[config.mk]
export PLATFORM = sky130hd
export DESIGN_NAME = rdma_port_engine
export DESIGN_NICKNAME = d
export VERILOG_FILES = /design/src/rtl/rdma_pkg.sv /design/src/rtl/rdma_ctrl.sv /design/src/rtl/rdma_idprom.sv /design/src/rtl/rdma_rdmux.sv /design/src/rtl/rdma_port_engine.sv
export SDC_FILE = /design/constraint.sdc
export NUM_CORES = 1
export LEC_CHECK = 0
export BUFFER_PORTS_ARGS = -buffer_cell sky130_fd_sc_hd__buf_4
export CAP_MARGIN = 15
export CORE_ASPECT_RATIO = 0.8
export CORE_MARGIN = 1.5
export CORE_UTILIZATION = 58
export DETAILED_ROUTE_END_ITERATION = 8
export GPL_ROUTABILITY_DRIVEN = 0
export PLACE_DENSITY_LB_ADDON = 0.3
export SLEW_MARGIN = 30
export SYNTH_ARGS = -nofsm -noshare
export SYNTH_HDL_FRONTEND = slang
export SYNTH_HIERARCHICAL = 1
export SYNTH_SLANG_ARGS = --single-unit
[constraint.sdc]
create_clock -name clk -period 2.3 [get_ports clk]
set_input_delay 0.23 -clock clk [delete_from_list [all_inputs] [get_ports clk]]
set_output_delay 0.23 -clock clk [all_outputs]
set_load 0.01 [all_outputs]
[src/rtl/rdma_pkg.sv]
// Shared definitions for the remote DMA byte-port engine.
// Assumes an 8-bit host data path and a 16-bit local address space.
package rdma_pkg;
    localparam int BYTE_W  = 8;
    localparam int LADDR_W = 16;
    localparam int OFF_W   = 5;

    // Command field position inside the command byte
    localparam int CMD_LSB = 3;
    localparam int CMD_W   = 3;

    // Completion flag position in the interrupt status byte
    localparam int DONE_BIT = 6;

    // Register offsets seen by the host
    localparam logic [OFF_W-1:0] OFF_CMD   = 5'h00;
    localparam logic [OFF_W-1:0] OFF_INT   = 5'h07;
    localparam logic [OFF_W-1:0] OFF_SA_LO = 5'h08;
    localparam logic [OFF_W-1:0] OFF_SA_HI = 5'h09;
    localparam logic [OFF_W-1:0] OFF_BC_LO = 5'h0A;
    localparam logic [OFF_W-1:0] OFF_BC_HI = 5'h0B;
    localparam logic [OFF_W-1:0] OFF_PORT  = 5'h10;

    typedef enum logic [CMD_W-1:0] {
        RCMD_NONE  = 3'b000,
        RCMD_READ  = 3'b001,
        RCMD_WRITE = 3'b010,
        RCMD_SEND  = 3'b011,
        RCMD_STOP  = 3'b100
    } rcmd_e;

    typedef enum logic [1:0] {
        ENG_IDLE  = 2'd0,
        ENG_READ  = 2'd1,
        ENG_WRITE = 2'd2
    } eng_e;
endpackage

[src/rtl/rdma_ctrl.sv]
// Transfer controller: holds the start address and byte count, and runs the
// current address, the remaining count and the completion flag.
// Assumes at most one host access per cycle.
module rdma_ctrl
    import rdma_pkg::*;
(
    input  logic               clk,
    input  logic               rst_n,
    input  logic [BYTE_W-1:0]  wdata,
    input  logic               ld_sa_lo,
    input  logic               ld_sa_hi,
    input  logic               ld_bc_lo,
    input  logic               ld_bc_hi,
    input  logic               cmd_wr,
    input  logic [CMD_W-1:0]   cmd_code,
    input  logic               port_rd,
    input  logic               port_wr,
    input  logic               clr_done,
    output logic [LADDR_W-1:0] cur_addr,
    output eng_e               mode,
    output logic               step,
    output logic               done
);
    logic [LADDR_W-1:0] start_q;
    logic [LADDR_W-1:0] count_q;
    logic [LADDR_W-1:0] left_q;
    logic               go_cmd;
    logic               zero_go;
    logic               last_step;

    // A port access moves data only in the matching direction
    assign step      = (mode == ENG_READ  && port_rd) || (mode == ENG_WRITE && port_wr);
    assign go_cmd    = cmd_wr && (cmd_code == RCMD_READ || cmd_code == RCMD_WRITE);
    assign zero_go   = go_cmd && (count_q == '0);
    assign last_step = step && (left_q == LADDR_W'(1));

    // Programmed start address and byte count, loaded a byte at a time
    always_ff @(posedge clk) begin
        if (!rst_n) begin
            start_q <= '0;
            count_q <= '0;
        end else begin
            if (ld_sa_lo) start_q[BYTE_W-1:0]       <= wdata;
            if (ld_sa_hi) start_q[LADDR_W-1:BYTE_W] <= wdata;
            if (ld_bc_lo) count_q[BYTE_W-1:0]       <= wdata;
            if (ld_bc_hi) count_q[LADDR_W-1:BYTE_W] <= wdata;
        end
    end

    // Engine mode, current address and remaining count
    always_ff @(posedge clk) begin
        if (!rst_n) begin
            mode     <= ENG_IDLE;
            cur_addr <= '0;
            left_q   <= '0;
        end else if (cmd_wr) begin
            case (cmd_code)
                RCMD_READ, RCMD_WRITE: begin
                    cur_addr <= start_q;
                    left_q   <= count_q;
                    if (count_q == '0)
                        mode <= ENG_IDLE;
                    else
                        mode <= (cmd_code == RCMD_READ) ? ENG_READ : ENG_WRITE;
                end
                RCMD_STOP: begin
                    mode   <= ENG_IDLE;
                    left_q <= '0;
                end
                default: ;
            endcase
        end else if (step) begin
            cur_addr <= cur_addr + LADDR_W'(1);
            left_q   <= left_q - LADDR_W'(1);
            if (left_q == LADDR_W'(1))
                mode <= ENG_IDLE;
        end
    end

    // Sticky completion flag: set on end, abort or empty start; cleared by host
    always_ff @(posedge clk) begin
        if (!rst_n)
            done <= 1'b0;
        else if (last_step || zero_go || (cmd_wr && cmd_code == RCMD_STOP))
            done <= 1'b1;
        else if (clr_done)
            done <= 1'b0;
    end
endmodule

[src/rtl/rdma_idprom.sv]
// Identification image served below the packet base: 16 content bytes,
// the second copy differing only in its two trailing marker bytes.
// Purely combinational; assumes the caller passes address bits 4:0.
module rdma_idprom
    import rdma_pkg::*;
#(
    parameter logic [47:0] STATION_ID = 48'h0,
    parameter logic [63:0] PRODUCT_ID = 64'h0,
    parameter logic [7:0]  MARK_LO    = 8'h57,
    parameter logic [7:0]  MARK_HI    = 8'h42
) (
    input  logic [4:0]        idx,
    output logic [BYTE_W-1:0] val
);
    localparam int N_STA  = 6;
    localparam int N_BODY = 14;

    logic [BYTE_W-1:0] body [N_BODY];

    // Content table built from the station and product parameters
    for (genvar g = 0; g < N_BODY; g++) begin : g_body
        if (g < N_STA) begin : g_sta
            assign body[g] = STATION_ID[8*g +: 8];
        end else begin : g_prod
            assign body[g] = PRODUCT_ID[8*(g-N_STA) +: 8];
        end
    end

    // Bytes 14 and 15 of each copy are the copy's marker
    always_comb begin
        if (idx[3:0] >= 4'(N_BODY))
            val = idx[4] ? MARK_HI : MARK_LO;
        else
            val = body[idx[3:0]];
    end
endmodule

[src/rtl/rdma_rdmux.sv]
// Host read-data selection: current address bytes, interrupt status, and the
// data port (image or buffer memory). Combinational; registered by the top.
module rdma_rdmux
    import rdma_pkg::*;
#(
    parameter logic [LADDR_W-1:0] PKT_BASE = 16'h4000
) (
    input  logic [OFF_W-1:0]   offset,
    input  logic               port_take,
    input  logic [LADDR_W-1:0] cur_addr,
    input  logic               done,
    input  logic [BYTE_W-1:0]  prom_byte,
    input  logic [BYTE_W-1:0]  mem_byte,
    output logic [BYTE_W-1:0]  rd_byte
);
    // Pick the byte for the addressed offset; idle port reads yield zero
    always_comb begin
        rd_byte = '0;
        case (offset)
            OFF_SA_LO: rd_byte = cur_addr[BYTE_W-1:0];
            OFF_SA_HI: rd_byte = cur_addr[LADDR_W-1:BYTE_W];
            OFF_INT:   rd_byte[DONE_BIT] = done;
            OFF_PORT:  if (port_take)
                           rd_byte = (cur_addr >= PKT_BASE) ? mem_byte : prom_byte;
            default:   rd_byte = '0;
        endcase
    end
endmodule

[src/rtl/rdma_port_engine.sv]
// Top of the remote DMA byte-port engine. Decodes host register accesses,
// drives the buffer memory and registers host read data.
// Assumes reg_wr and reg_rd are never high together and that mem_rdata
// follows mem_addr within the same cycle.
module rdma_port_engine
    import rdma_pkg::*;
#(
    parameter logic [LADDR_W-1:0] PKT_BASE   = 16'h4000,
    parameter logic [47:0]        STATION_ID = 48'h0605_0403_0201,
    parameter logic [63:0]        PRODUCT_ID = 64'h1817_1615_1413_1211
) (
    input  logic               clk,
    input  logic               rst_n,
    input  logic               reg_wr,
    input  logic               reg_rd,
    input  logic [OFF_W-1:0]   reg_addr,
    input  logic [BYTE_W-1:0]  reg_wdata,
    output logic [BYTE_W-1:0]  reg_rdata,
    output logic               irq_done,
    output logic [LADDR_W-1:0] mem_addr,
    output logic               mem_we,
    output logic [BYTE_W-1:0]  mem_wdata,
    input  logic [BYTE_W-1:0]  mem_rdata
);
    logic [LADDR_W-1:0] cur_addr;
    eng_e               mode;
    logic               step;
    logic               busy;
    logic [BYTE_W-1:0]  prom_byte;
    logic [BYTE_W-1:0]  rd_byte;
    logic               port_rd;
    logic               port_wr;

    assign port_rd = reg_rd && (reg_addr == OFF_PORT);
    assign port_wr = reg_wr && (reg_addr == OFF_PORT);
    assign busy    = (mode != ENG_IDLE);

    rdma_ctrl u_ctrl (
        .clk      (clk),
        .rst_n    (rst_n),
        .wdata    (reg_wdata),
        .ld_sa_lo (reg_wr && reg_addr == OFF_SA_LO),
        .ld_sa_hi (reg_wr && reg_addr == OFF_SA_HI),
        .ld_bc_lo (reg_wr && reg_addr == OFF_BC_LO),
        .ld_bc_hi (reg_wr && reg_addr == OFF_BC_HI),
        .cmd_wr   (reg_wr && reg_addr == OFF_CMD),
        .cmd_code (reg_wdata[CMD_LSB +: CMD_W]),
        .port_rd  (port_rd),
        .port_wr  (port_wr),
        .clr_done (reg_wr && reg_addr == OFF_INT && reg_wdata[DONE_BIT]),
        .cur_addr (cur_addr),
        .mode     (mode),
        .step     (step),
        .done     (irq_done)
    );

    rdma_idprom #(
        .STATION_ID (STATION_ID),
        .PRODUCT_ID (PRODUCT_ID)
    ) u_prom (
        .idx (cur_addr[4:0]),
        .val (prom_byte)
    );

    rdma_rdmux #(
        .PKT_BASE (PKT_BASE)
    ) u_mux (
        .offset    (reg_addr),
        .port_take (step && mode == ENG_READ),
        .cur_addr  (cur_addr),
        .done      (irq_done),
        .prom_byte (prom_byte),
        .mem_byte  (mem_rdata),
        .rd_byte   (rd_byte)
    );

    // Buffer memory side: writes reach memory only in the packet region
    assign mem_addr  = cur_addr;
    assign mem_wdata = reg_wdata;
    assign mem_we    = step && (mode == ENG_WRITE) && (cur_addr >= PKT_BASE);

    // Host read data register, loaded on every register read
    always_ff @(posedge clk) begin
        if (!rst_n)
            reg_rdata <= '0;
        else if (reg_rd)
            reg_rdata <= rd_byte;
    end
endmodule


==> Word-level counts from Yosys, hierarchy flattened <==
Memory sizes are Yosys's and may differ from the RTL's.
Cells that the tools add are included.
{ "word_totals": {"regBits": 75, "romBits": 128, "mem_count": 1, "word_cells": 84, "latch_bits": 0, "inputBits": 25, "ram_bits": 0, "out_inout_bits": 34} }
{ "classes": {"shift": 0, "n_bitwise": 1, "n_eq_ne": 14, "n_mux": 23, "add_sub_neg": 2, "n_reduce_logical": 31, "magnitude_cmp": 3, "mul": 0, "n_div": 0} }
{ "memory_table": {"columns": ["memory", "words", "width", "read_ports", "rd_clocked_by_memory_dff", "write_ports", "line_no", "rtl"], "rows": [
  ["(no name shown)", 16, 8, 1, 0, 0, "rdma_idprom.sv:34", "val = body[idx[3:0]];"]
]} }
{ "ops": {"columns": ["operator", "n"], "rows": [
  ["16-bit two-way mux", 5],
  ["8-bit two-way mux", 5],
  ["16-bit case mux with 2 select lines", 1],
  ["5-bit by 4-bit equality test with 1-bit output (second input constant)", 4],
  ["1-bit logical AND", 18],
  ["6-bit case mux with 3 select lines", 1],
  ["16-bit by 1-bit adder with 16-bit output (second input constant)", 1],
  ["16-bit by 1-bit equality test with 1-bit output (second input constant)", 1],
  ["16-bit by 15-bit >= comparator with 1-bit output (second input constant)", 1],
  ["16-bit logical NOT", 1],
  ["16-bit by 1-bit subtractor with 16-bit output (second input constant)", 1],
  ["2-bit two-way mux", 5],
  ["2-bit nonzero test", 3],
  ["5-bit by 3-bit equality test with 1-bit output (second input constant)", 1],
  ["5-bit equality test (second input constant)", 1],
  ["5-bit >= comparator (second input constant)", 1],
  ["5-bit logical NOT", 1],
  ["5-bit two-way mux", 1],
  ["4-bit inverter with 5-bit output", 1],
  ["4-bit >= comparator (second input constant)", 1],
  ["1-bit logical OR", 4],
  ["1-bit case mux with 4 select lines", 1],
  ["2-bit case mux with 2 select lines", 1],
  ["2-bit AND reduction", 2],
  ["other kinds (11)", 12]
]} }

==> Logic depth before layout (Yosys ltp) <==
Gate-level depths: netlist of run 1.
{ "logic_depth": {"ltp_word": 8, "ltp_mapped": 11, "ltp_nobuf": 10} }

==> By module <==
Netlist of run 1, hierarchy kept.
{ "by_module_without_submodules": {"columns": ["module", "seq_area_each_um2", "cells_per_inst", "instances", "area_each_um2"], "rows": [
  ["rdma_ctrl", 1341.3, 398, 1, 3464.6],
  ["rdma_port_engine", 160.2, 53, 1, 462.9],
  ["rdma_rdmux", 0.0, 35, 1, 281.5],
  ["rdma_idprom", 0.0, 23, 1, 176.4]
]} }

==> Worst setup path after synthesis of run 1 <==
No wires, ideal clock.
{ "synth_path": {"kind": "input port to flip-flop", "start": "input port reg_addr[0]", "end": "register reg_rdata[6]", "arrival_ns": 2.024, "path_stages": 10, "setup_time_ns": 0.065, "setup_slack_ns": 0.211, "t_required_ns": 2.235, "n_path_buf": 0, "path_cell_list": "or4_4 nor2_1 nand2_1 o21ai_2 nand2_1 nor2_1 nand4_1 o211ai_1 mux2i_1 nor2b_1"} }
{ "synth_via": {"elab_chain_cells": 7, "word_cells_on_any_way": 12, "classes_between": "eq/ne: 4; mux: 2; reduce/logical: 6"} }
{ "synth_lines": {"columns": ["item", "line_no", "rtl"], "rows": [
  ["start: declaration", "rdma_port_engine.sv:16", "input logic [OFF_W-1:0] reg_addr,"],
  ["5-bit equality test", "rdma_port_engine.sv:35", "assign port_wr = reg_wr && (reg_addr == OFF_PORT);"],
  ["1-bit logical AND", "rdma_port_engine.sv:35", null],
  ["net port_wr", "rdma_port_engine.sv:32", "logic port_wr;"],
  ["1-bit logical AND", "rdma_ctrl.sv:32", "assign step = (mode == ENG_READ && port_rd) || (mode == ENG_WRITE && port_wr);"],
  ["1-bit logical OR", "rdma_ctrl.sv:32", null],
  ["net step", "rdma_port_engine.sv:27", "logic step;"],
  ["1-bit logical AND", "rdma_port_engine.sv:69", ".port_take (step && mode == ENG_READ),"],
  ["8-bit two-way mux", "rdma_rdmux.sv:23", "OFF_PORT: if (port_take)"],
  ["1-bit case mux with 4 select lines", "rdma_rdmux.sv:19", "case (offset)"],
  ["net rd_byte[6]", "rdma_port_engine.sv:30", "logic [BYTE_W-1:0] rd_byte;"],
  ["end signal: assignment", "rdma_port_engine.sv:87", "reg_rdata <= rd_byte;"],
  ["end: declaration", "rdma_port_engine.sv:18", "output logic [BYTE_W-1:0] reg_rdata,"]
]} }
The timed path passes the listed nets, and every way through them passes these cells.
A chain may end at the register's enable or synchronous reset.

==> Worst setup path in the final report of run 1 <==
{ "layout_path": {"start": "register u_ctrl.cur_addr[0]", "end": "register u_ctrl.cur_addr[12]"} }
{ "layout_via": {"elab_chain_cells": 3} }
{ "layout_lines": {"columns": ["item", "line_no", "rtl"], "rows": [
  ["start: declaration", "rdma_ctrl.sv:19", "output logic [LADDR_W-1:0] cur_addr,"],
  ["start signal: assignment", "rdma_ctrl.sv:59", "cur_addr <= start_q;"],
  ["start signal: assignment", "rdma_ctrl.sv:73", "cur_addr <= cur_addr + LADDR_W'(1);"],
  ["16-bit by 1-bit adder with 16-bit output", "rdma_ctrl.sv:73", null],
  ["16-bit two-way mux", "rdma_ctrl.sv:72", "end else if (step) begin"],
  ["16-bit two-way mux", "rdma_ctrl.sv:56", "end else if (cmd_wr) begin"]
]} }
No other way between the ends. The select of a mux whose other input is x is not followed.

==> run_results.csv, run 1 <==
group,metric,value,unit
cts,cts_resized,0,
place,dp_hpwl,8970,um
power_and_ir_drop,power.density,484,nW/um^2
global_route,grt_pass1_wl,19300,um
synth,synth-seq-cells,75,
floorplanning,die_w,100,um
cells_and_area,utilization,70.9,%
worst_setup_path,worstSetupPathType,"reg2reg",
sta,drv_slew,0,
cts,cts_buffer_depth,2,
cells_and_area,multiInputGateArea,2670,um^2
cells_and_area,area_delta_synth_final,18.9,%
place,portBuffers,58,
drt,wl,12500,um
power_and_ir_drop,switching_share,27.6,%
synth,synth-edff-count,0,
run_status,status,"completed",
drt,drt-pass1-iter-count,6,
power_and_ir_drop,p_leak,2.01,nW
power_and_ir_drop,p_sw,0.697,mW
cts,cts_made_buffers,9,
sta,tightestPinTransition,0.677,ns
sta,fin_crit,2.20,ns
cts,clockRootBuffer,"clkbuf_8",
worst_setup_path,cp-start-kind,"flip-flop",
cts,cts.sinks,75,
floorplanning,num_rows,28,
synth,avgSynthCellArea,8.62,um^2
power_and_ir_drop,p_comb_share,8.4,%
synth,yosys.cell_types.count,69,
sta,finalHoldViolCount,0,
power_and_ir_drop,clkPwrFrac,39.6,%
sta,setup_viol_count_final,0,
cts,clk_latency,0.37,ns
drt,drc,0,
power_and_ir_drop,ir_drop,0.438,mV
worst_setup_path,crit_required,2.59,ns
worst_setup_path,path_max_fanout,11,
worst_setup_path,arrival,2.49,ns
drt,ant_nets,0,
cells_and_area,final_cell_mix,"buf_4 (92), dfxtp_1 (75), mux2i_1 (60)",
global_route,antenna_found_initial,0,
global_route,grt_max_degree,51,
floorplanning,start_util,59.6,%
cells_and_area,nets,610,
drt,wl_per_cell,18.5,um
drt,drtIter0Drc,605,
sta,fin_tns_setup,0,ns
power_and_ir_drop,pwr-share-seq,51.9,%
sta,rsz0062_at_grt,"no",
sta,maxSlewHeadroom,54.5,%
synth,ys.flop_type,"dfxtp_1",
flow_run,maxCapViolations,0,
cts,cts_tree,"yes",
power_and_ir_drop,intPower,1.83,mW
worst_setup_path,critPathCaptureType,"flip-flop",
global_route,groute.usage.overall,30.8,%
hold_path,hold_path.class,"in2reg",
drt,vias,4342,
cells_and_area,regArea,1500,um^2
floorplanning,die_h,80.8,um
cts,cts.htree.levels,3,
sta,finalCritPeriodShare,95.7,%
sta,fmax,0.454,GHz
sta,hold_ws,0.170,ns
synth,netlist_area,4390,um^2
floorplanning,ios,59,
cts,postCtsHoldBufs,0,
cts,clk_pin_slew_worst_paths,0.10,ns
cells_and_area,fill_cells,599,
cells_and_area,final_common_cell,"buf_4",
floorplanning,core_area,7360,um^2
global_route,grt.overflow.total,0,
floorplanning,dieArea,8100,um^2
drt,viasPerCell,6.44,
global_route,grt_pass1_vias,3833,
synth,synthCells,509,
synth,ys_seq_area_share,34.2,%
cells_and_area,layout-drive-gt1-share,21.6,%
cells_and_area,diodes,0,
synth,yosys_warnings,6,
synth,async_flop_share,0,%
sta,skew,0.0150,ns
cts,cts_setup_buffers,0,
[flip-flops by register name (all words and copies together), names as in the netlist]
signal           flops
reg_rdata            8
u_ctrl/count_q      16
u_ctrl/cur_addr     16
u_ctrl/done          1
u_ctrl/left_q       16
u_ctrl/mode          2
u_ctrl/start_q      16
[per-layer routing]
metal / part of all wire, % / global-route usage [%]
met4: 1.9 / 8.03
met3: 10 / 8.09
met5: 0 / 0
met2: 44 / 46.8
met1: 44 / 43.6
[path summary, 6_finish.rpt]
path | slack, ns | cells after the start | end | start
min reg2reg | 0.49 | 2 | u_ctrl/left_q[14]$_SDFFE_PN0P_ | u_ctrl/left_q[14]$_SDFFE_PN0P_
max | 0.1 | 6 | u_ctrl/cur_addr[12]$_SDFFE_PN0P_ | u_ctrl/cur_addr[0]$_SDFFE_PN0P_
min | 0.17 | 3 | u_ctrl/start_q[2]$_SDFFE_PN0P_ | reg_wdata[2]
max reg2reg | 0.1 | 6 | u_ctrl/cur_addr[12]$_SDFFE_PN0P_ | u_ctrl/cur_addr[0]$_SDFFE_PN0P_
[metrics by stage]
step	cells	setup WS, ns	cell area [um^2]	power [mW]
2_1_floorplan	510	0.211	4390	1.47
3_3_place_gp	658	0.130	5030	1.54
3_5_place_dp	658	0.0718	5030	1.55
4_1_cts	674	0.156	5220	2.53
5_1_grt	674	0.0197	5220	2.60
6_report	674	0.0982	5220	2.52
[critical path, cell delays in order (launching register included)]
cell      delay (ns)
dfxtp_1         0.61
ha_1            0.31
nand4_1         0.23
nor2_1          0.37
nand3_1         0.19
o31a_1          0.27
o221ai_1        0.16
[cells by family (layout without fill, tap and decap cells)]
family	after synthesis	after routing	share of synthesized area (%)
buf+inv	44	118	5.05
flops	75	75	34.2
fa+ha+maj	6	6	1.71
other cells	1	2	0.0855
simple gates	215	215	27.1
xor+xnor	6	6	1.20
compound gates	99	99	15.9
mux	63	63	14.7
[synthesized netlist by cell type (7+ instances only)]
cell      number  share of area (%)
buf_4         12                2.1
o22ai_1       11                1.6
nand2_1       50                4.3
nor4_1        10                1.4
a21oi_1       17                1.9
nand4_1        9                1.3
o211ai_1       7                1.2
nor2_1        29                2.5
nor3_1        13                1.5
o21ai_0       14                1.6
inv_1          9               0.77
nand3_1       23                2.6
a21boi_0       9                1.5
clkbuf_1      13                1.1
buf_2          7               0.80
dfxtp_1       75                 34
nor2b_1       45                6.4
mux2i_1       60                 14
[final cells by class]
class / count / area share, %
repair buffers: 93 / 13.6
clock buffers: 9 / 2.37
flip-flops and latches: 75 / 28.8
clock inverters: 7 / 1.25
well taps: 90 / 2.16
inverters: 9 / 0.648
multi-input cells: 391 / 51.2
[power by group through the flow]
stage,clock (mW),sequential [mW],combinational [mW]
final,1.00,1.31,0.212
after global routing,1.06,1.31,0.227
after CTS,1.01,1.31,0.210
after detailed placement,0,1.34,0.209
after global placement,0,1.34,0.204
after floorplan,0,1.34,0.129
Note: power is estimated with default switching activity, not from simulation.
==> inputs of run 2 (changes only) <==
--- a/config.mk
+++ b/config.mk
@@ -16,5 +16,4 @@
 export SLEW_MARGIN = 30
 export SYNTH_ARGS = -nofsm -noshare
 export SYNTH_HDL_FRONTEND = slang
-export SYNTH_HIERARCHICAL = 1
 export SYNTH_SLANG_ARGS = --single-unit
==> constraint.sdc (replaced) <==
create_clock -name clk -period 2.1 [get_ports clk]
set_input_delay 0.21 -clock clk [delete_from_list [all_inputs] [get_ports clk]]
set_output_delay 0.21 -clock clk [all_outputs]
set_load 0.01 [all_outputs]
==> run_results.csv, run 2 <==
group,metric,value,unit
sta,finalHoldViolCount,0,
sta,skew,0.0130,ns
cells_and_area,final_common_cell,"buf_4",
power_and_ir_drop,p_leak,1.92,nW
cts,clk_pin_slew_worst_paths,0.08,ns
sta,fin_tns_setup,0,ns
worst_setup_path,worstSetupPathType,"reg2reg",
worst_setup_path,cp-start-kind,"flip-flop",
synth,ys_top_cells_by_area,"dfxtp_1 (35%), mux2i_1 (6.4%), nor2_1 (5.5%)",
cells_and_area,diodes,0,
drt,drc,0,
synth,netlist_area,4240,um^2
place,placed_cells,642,
sta,setup_viol_count_final,0,
cts,cts_setup_buffers,0,
synth,synth_top_area_cell,"dfxtp_1",
hold_path,hold_depth,3,
cells_and_area,final_cells,658,
synth,synthCells,520,
sta,tightestPinTransition,0.677,ns
place,dp_hpwl,8690,um
global_route,grt_max_degree,38,
cts,cts_made_buffers,9,
flow_run,maxCapViolations,0,
global_route,grt.overflow.total,0,
cells_and_area,utilization,70.7,%
cts,cts.htree.levels,3,
sta,finalCritPeriodShare,92.4,%
sta,rsz0062_at_grt,"no",
place,portBuffers,58,
power_and_ir_drop,power.density,545,nW/um^2
cts,clockRootBuffer,"clkbuf_8",
worst_setup_path,crit_required,2.37,ns
drt,wl_per_cell,18.6,um
synth,synth-seq-cells,75,
drt,ant_nets,0,
floorplanning,num_rows,27,
cells_and_area,layout-drive-gt1-share,21.4,%
synth,yosys_warnings,0,
worst_setup_path,r2r_cells,7,
synth,synth.top_cell.area_share,35.4,%
synth,yosysMostFrequentCell,"dfxtp_1",
floorplanning,die_h,79.4,um
synth,synth_common_cells,"dfxtp_1 (75), nor2_1 (62), a21oi_1 (45), nand2_1 (40)",
synth,ys_seq_area_share,35.4,%
cells_and_area,nets,596,
cts,cts_tree,"yes",
floorplanning,start_util,60.9,%
global_route,grt_pass1_wl,19700,um
sta,fin_crit,1.94,ns
cts,postCtsHoldBufs,0,
floorplanning,die_w,98.6,um
synth,async_flop_share,0,%
synth,yosys.cell_types.count,68,
drt,viasPerCell,6.58,
cts,clk_latency,0.35,ns
sta,maxSlewHeadroom,54.7,%
power_and_ir_drop,ir_drop,0.515,mV
drt,drtIter0Drc,550,
drt,vias,4332,
cts,cts.sinks,75,
sta,drv_slew,0,
cells_and_area,area_delta_synth_final,16.2,%
synth,synth_nets,550,
synth,synth-edff-count,0,
run_status,status,"completed",
floorplanning,core_area,6960,um^2
synth,ys.flop_type,"dfxtp_1",
sta,fmax,0.515,GHz
hold_path,hold_path.class,"in2reg",
worst_setup_path,arrival,2.21,ns
global_route,antenna_found_initial,0,
cells_and_area,fin_area,4920,um^2
global_route,groute.usage.overall,31.7,%
floorplanning,dieArea,7830,um^2
global_route,grt_pass1_vias,3851,
drt,drt-pass1-iter-count,5,
power_and_ir_drop,finalPower,2.69,mW
place,placed_area,4740,um^2
floorplanning,ios,59,
worst_setup_path,critPathCaptureType,"flip-flop",
cells_and_area,final_cell_mix,"buf_4 (80), dfxtp_1 (73), nor2_1 (62)",
drt,wl,12200,um
worst_setup_path,path_max_fanout,5,
cts,cts_buffer_depth,2,
cts,cts_resized,0,
synth,avgSynthCellArea,8.15,um^2
-- run 2: stage by stage --
| stage | hold slack (ns) | setup WS (ns) |
|---|---|---|
| floorplan | 0.354 | 0.228 |
| global placement | 0.445 | 0.169 |
| detailed placement | 0.451 | 0.102 |
| CTS | 0.126 | 0.183 |
| global route | 0.129 | 0.0118 |
| finish | 0.132 | 0.160 |
-- run 2: where the power goes --
| group | switching (mW) | internal [mW] | total, mW |
|---|---|---|---|
| Sequential | 0.00767 | 1.43 | 1.44 |
| Clock | 0.574 | 0.439 | 1.01 |
| Combinational | 0.141 | 0.0958 | 0.237 |
-- run 2: layer usage --
layer  vias to the layer above  wire, um  global-route usage, %
li1                       2013         -                      -
met1                      2036      5380                   44.3
met2                       264      5180                   45.5
met3                        19      1550                   12.2
met4                         0       130                   9.01
met5                         -         0                      0
-- run 2: layout make-up --
cell class / instances / area [um^2]
multi-input cells: 387 / 2470
fillers: 567 / 2040
flip-flops and latches: 75 / 1500
repair buffers: 81 / 621
clock buffers: 10 / 128
well taps: 87 / 109
clock inverters: 6 / 50.0
inverters: 12 / 45.0
-- run 2: path summary, 6_finish.rpt --
kind	slack, ns	to	from
worst min-delay path	0.13	u_ctrl.count_q[9]$_SDFFE_PN0P_	reg_wdata[1]
worst max-delay path	0.16	u_ctrl.left_q[10]$_SDFFE_PN0P_	u_ctrl.left_q[0]$_SDFFE_PN0P_
worst max register to register	0.16	u_ctrl.left_q[10]$_SDFFE_PN0P_	u_ctrl.left_q[0]$_SDFFE_PN0P_
worst min register to register	0.47	u_ctrl.start_q[15]$_SDFFE_PN0P_	u_ctrl.start_q[15]$_SDFFE_PN0P_
-- run 2: critical path, stage by stage, from the launching register on --
cell and delay (ns):
dfxtp_1 0.35, inv_1 0.13, ha_1 0.23, nor3b_2 0.23, nand3_1 0.19, or3_1 0.36, a211o_1 0.28, o21ai_0 0.08
-- run 2: logic make-up (layout without fill, tap and decap cells) --
logic type / after synthesis / in the layout / synth area share [%]
muxes: 27 / 27 / 6.38
adders and majority gates: 5 / 5 / 1.48
AOI/OAI and AO/OA: 148 / 148 / 24.6
xor gates and xnor gates: 5 / 5 / 1.03
and+or+nand+nor: 202 / 202 / 24.5
DFF: 75 / 75 / 35.4
buffers and inverters: 58 / 109 / 6.62
==> inputs of run 3 (changes only) <==
--- a/config.mk
+++ b/config.mk
@@ -16,4 +16,5 @@
 export SLEW_MARGIN = 30
 export SYNTH_ARGS = -nofsm -noshare
 export SYNTH_HDL_FRONTEND = slang
+export SYNTH_HIERARCHICAL = 1
 export SYNTH_SLANG_ARGS = --single-unit
==> run_results.csv, run 3 (synthesis gave the netlist of run 1 again) <==
group,metric,value,unit
worst_setup_path,arrival,1.83,ns
worst_setup_path,path_max_fanout,7,
cells_and_area,utilization,73.0,%
worst_setup_path,crit_required,1.89,ns
sta,fin_crit,2.04,ns
floorplanning,core_area,7360,um^2
power_and_ir_drop,ir_drop,0.536,mV
worst_setup_path,cp-start-kind,"input pin",
cts,clockRootBuffer,"clkbuf_8",
drt,wl_per_cell,18.3,um
hold_path,hold_path.class,"in2reg",
floorplanning,die_h,80.8,um
drt,wl,12600,um
drt,drt-pass1-iter-count,5,
drt,drc,0,
sta,finalCritPeriodShare,97.2,%
cells_and_area,diodes,0,
cts,cts_buffer_depth,2,
cts,clk_pin_slew_worst_paths,0.09,ns
cts,cts.sinks,75,
floorplanning,dieArea,8100,um^2
power_and_ir_drop,power.density,554,nW/um^2
drt,ant_nets,0,
cts,cts_tree,"yes",
cts,cts_setup_buffers,0,
drt,highest_layer,"met4",
sta,rsz0062_at_grt,"yes",
global_route,groute.usage.overall,32.4,%
power_and_ir_drop,finalPower,2.98,mW
drt,drtIter0Drc,578,
cts,clk_latency,0.37,ns
cells_and_area,regArea,1500,um^2
global_route,grt.overflow.total,0,
cts,cts.htree.levels,3,
sta,drv_slew,0,
cells_and_area,area_delta_synth_final,22.4,%
worst_setup_path,r2r_cells,7,
floorplanning,ios,59,
sta,finalHoldViolCount,0,
drt,wl_met1,5750,um
floorplanning,start_util,59.6,%
drt,wl_met3,1240,um
worst_setup_path,critPathCaptureType,"output port",
cts,postCtsHoldBufs,0,
sta,skew,0.0116,ns
cells_and_area,fill_cells,564,
global_route,grt_pass1_vias,4011,
cells_and_area,layout-drive-gt1-share,24.6,%
hold_path,hold_depth,3,
sta,tightestPinTransition,0.578,ns
sta,maxSlewHeadroom,61.2,%
sta,fin_tns_setup,0,ns
cells_and_area,final_common_cell,"buf_4",
cells_and_area,nets,623,
place,post-place-ws,-0.0543,ns
place,portBuffers,58,
cells_and_area,multiInputGateArea,2690,um^2
cts,cts_made_buffers,9,
drt,dr_wl_met2,5340,um
run_status,status,"completed",
flow_run,maxCapViolations,0,
power_and_ir_drop,p_leak,2.10,nW
floorplanning,num_rows,28,
drt,viasPerCell,6.42,
drt,vias,4410,
place,dp_hpwl,9120,um
global_route,grt_pass1_wl,20300,um
sta,setup_viol_count_final,0,
sta,fin_ws,0.0580,ns
cells_and_area,final_cell_mix,"buf_4 (105), dfxtp_1 (73), mux2i_1 (60)",
global_route,grt_max_degree,43,
floorplanning,die_w,100,um
global_route,antenna_found_initial,0,
sta,fmax,0.490,GHz
worst_setup_path,worstSetupPathType,"in2out",
## run 3: cell type report
| type | instances | share of cell area, % |
|---|---|---|
| multi-input combinational | 391 | 50.0 |
| clock inverter | 7 | 2.03 |
| timing repair buffer | 106 | 14.9 |
| tap | 90 | 2.10 |
| clock buffer | 9 | 2.31 |
| inverter | 9 | 0.629 |
| sequential | 75 | 28.0 |
## run 3: critical path: stages
cell     delay, ns
buf_4         0.11
or4_4         0.56
nor2_2        0.14
nand2_1       0.07
o21ai_2       0.16
buf_6         0.14
buf_4         0.12
nand2_1       0.06
nor3_2        0.11
buf_4         0.14
## run 3: final timing paths
check	from	to	slack (ns)
worst max-delay path	reg_addr[0]	mem_we	0.06
worst min-delay path	reg_wdata[2]	u_ctrl/start_q[10]$_SDFFE_PN0P_	0.16
worst max register to register	u_ctrl/left_q[1]$_SDFFE_PN0P_	u_ctrl/left_q[8]$_SDFFE_PN0P_	0.08
worst min register to register	u_ctrl/left_q[14]$_SDFFE_PN0P_	u_ctrl/left_q[14]$_SDFFE_PN0P_	0.49
## run 3: stage by stage
step / hold WS (ns) / area [um^2] / cells
CTS: 0.146 / 5350 / 687
finish: 0.155 / 5370 / 687
global route: 0.171 / 5370 / 687
global placement: 0.471 / 5110 / 671
detailed placement: 0.478 / 5110 / 671
floorplan: 0.338 / 4390 / 510
## run 3: timing repair
item	4_1_cts	5_1_grt
cloned	0	0
setup endpoints to repair	1	12
gates resized for setup	1	8
## run 3: report_power, final
group	switching, mW	internal (mW)	leakage [nW]
clock network	0.607	0.693	0.118
logic	0.128	0.113	1.37
registers	0.00769	1.43	0.605
total	0.743	2.23	2.10
## run 3: metal layers
layer,GRT usage [%],vias up
met5,0,-
met4,10.1,0
met3,8.18,30
met2,47.9,266
met1,46.3,2093
li1,-,2021
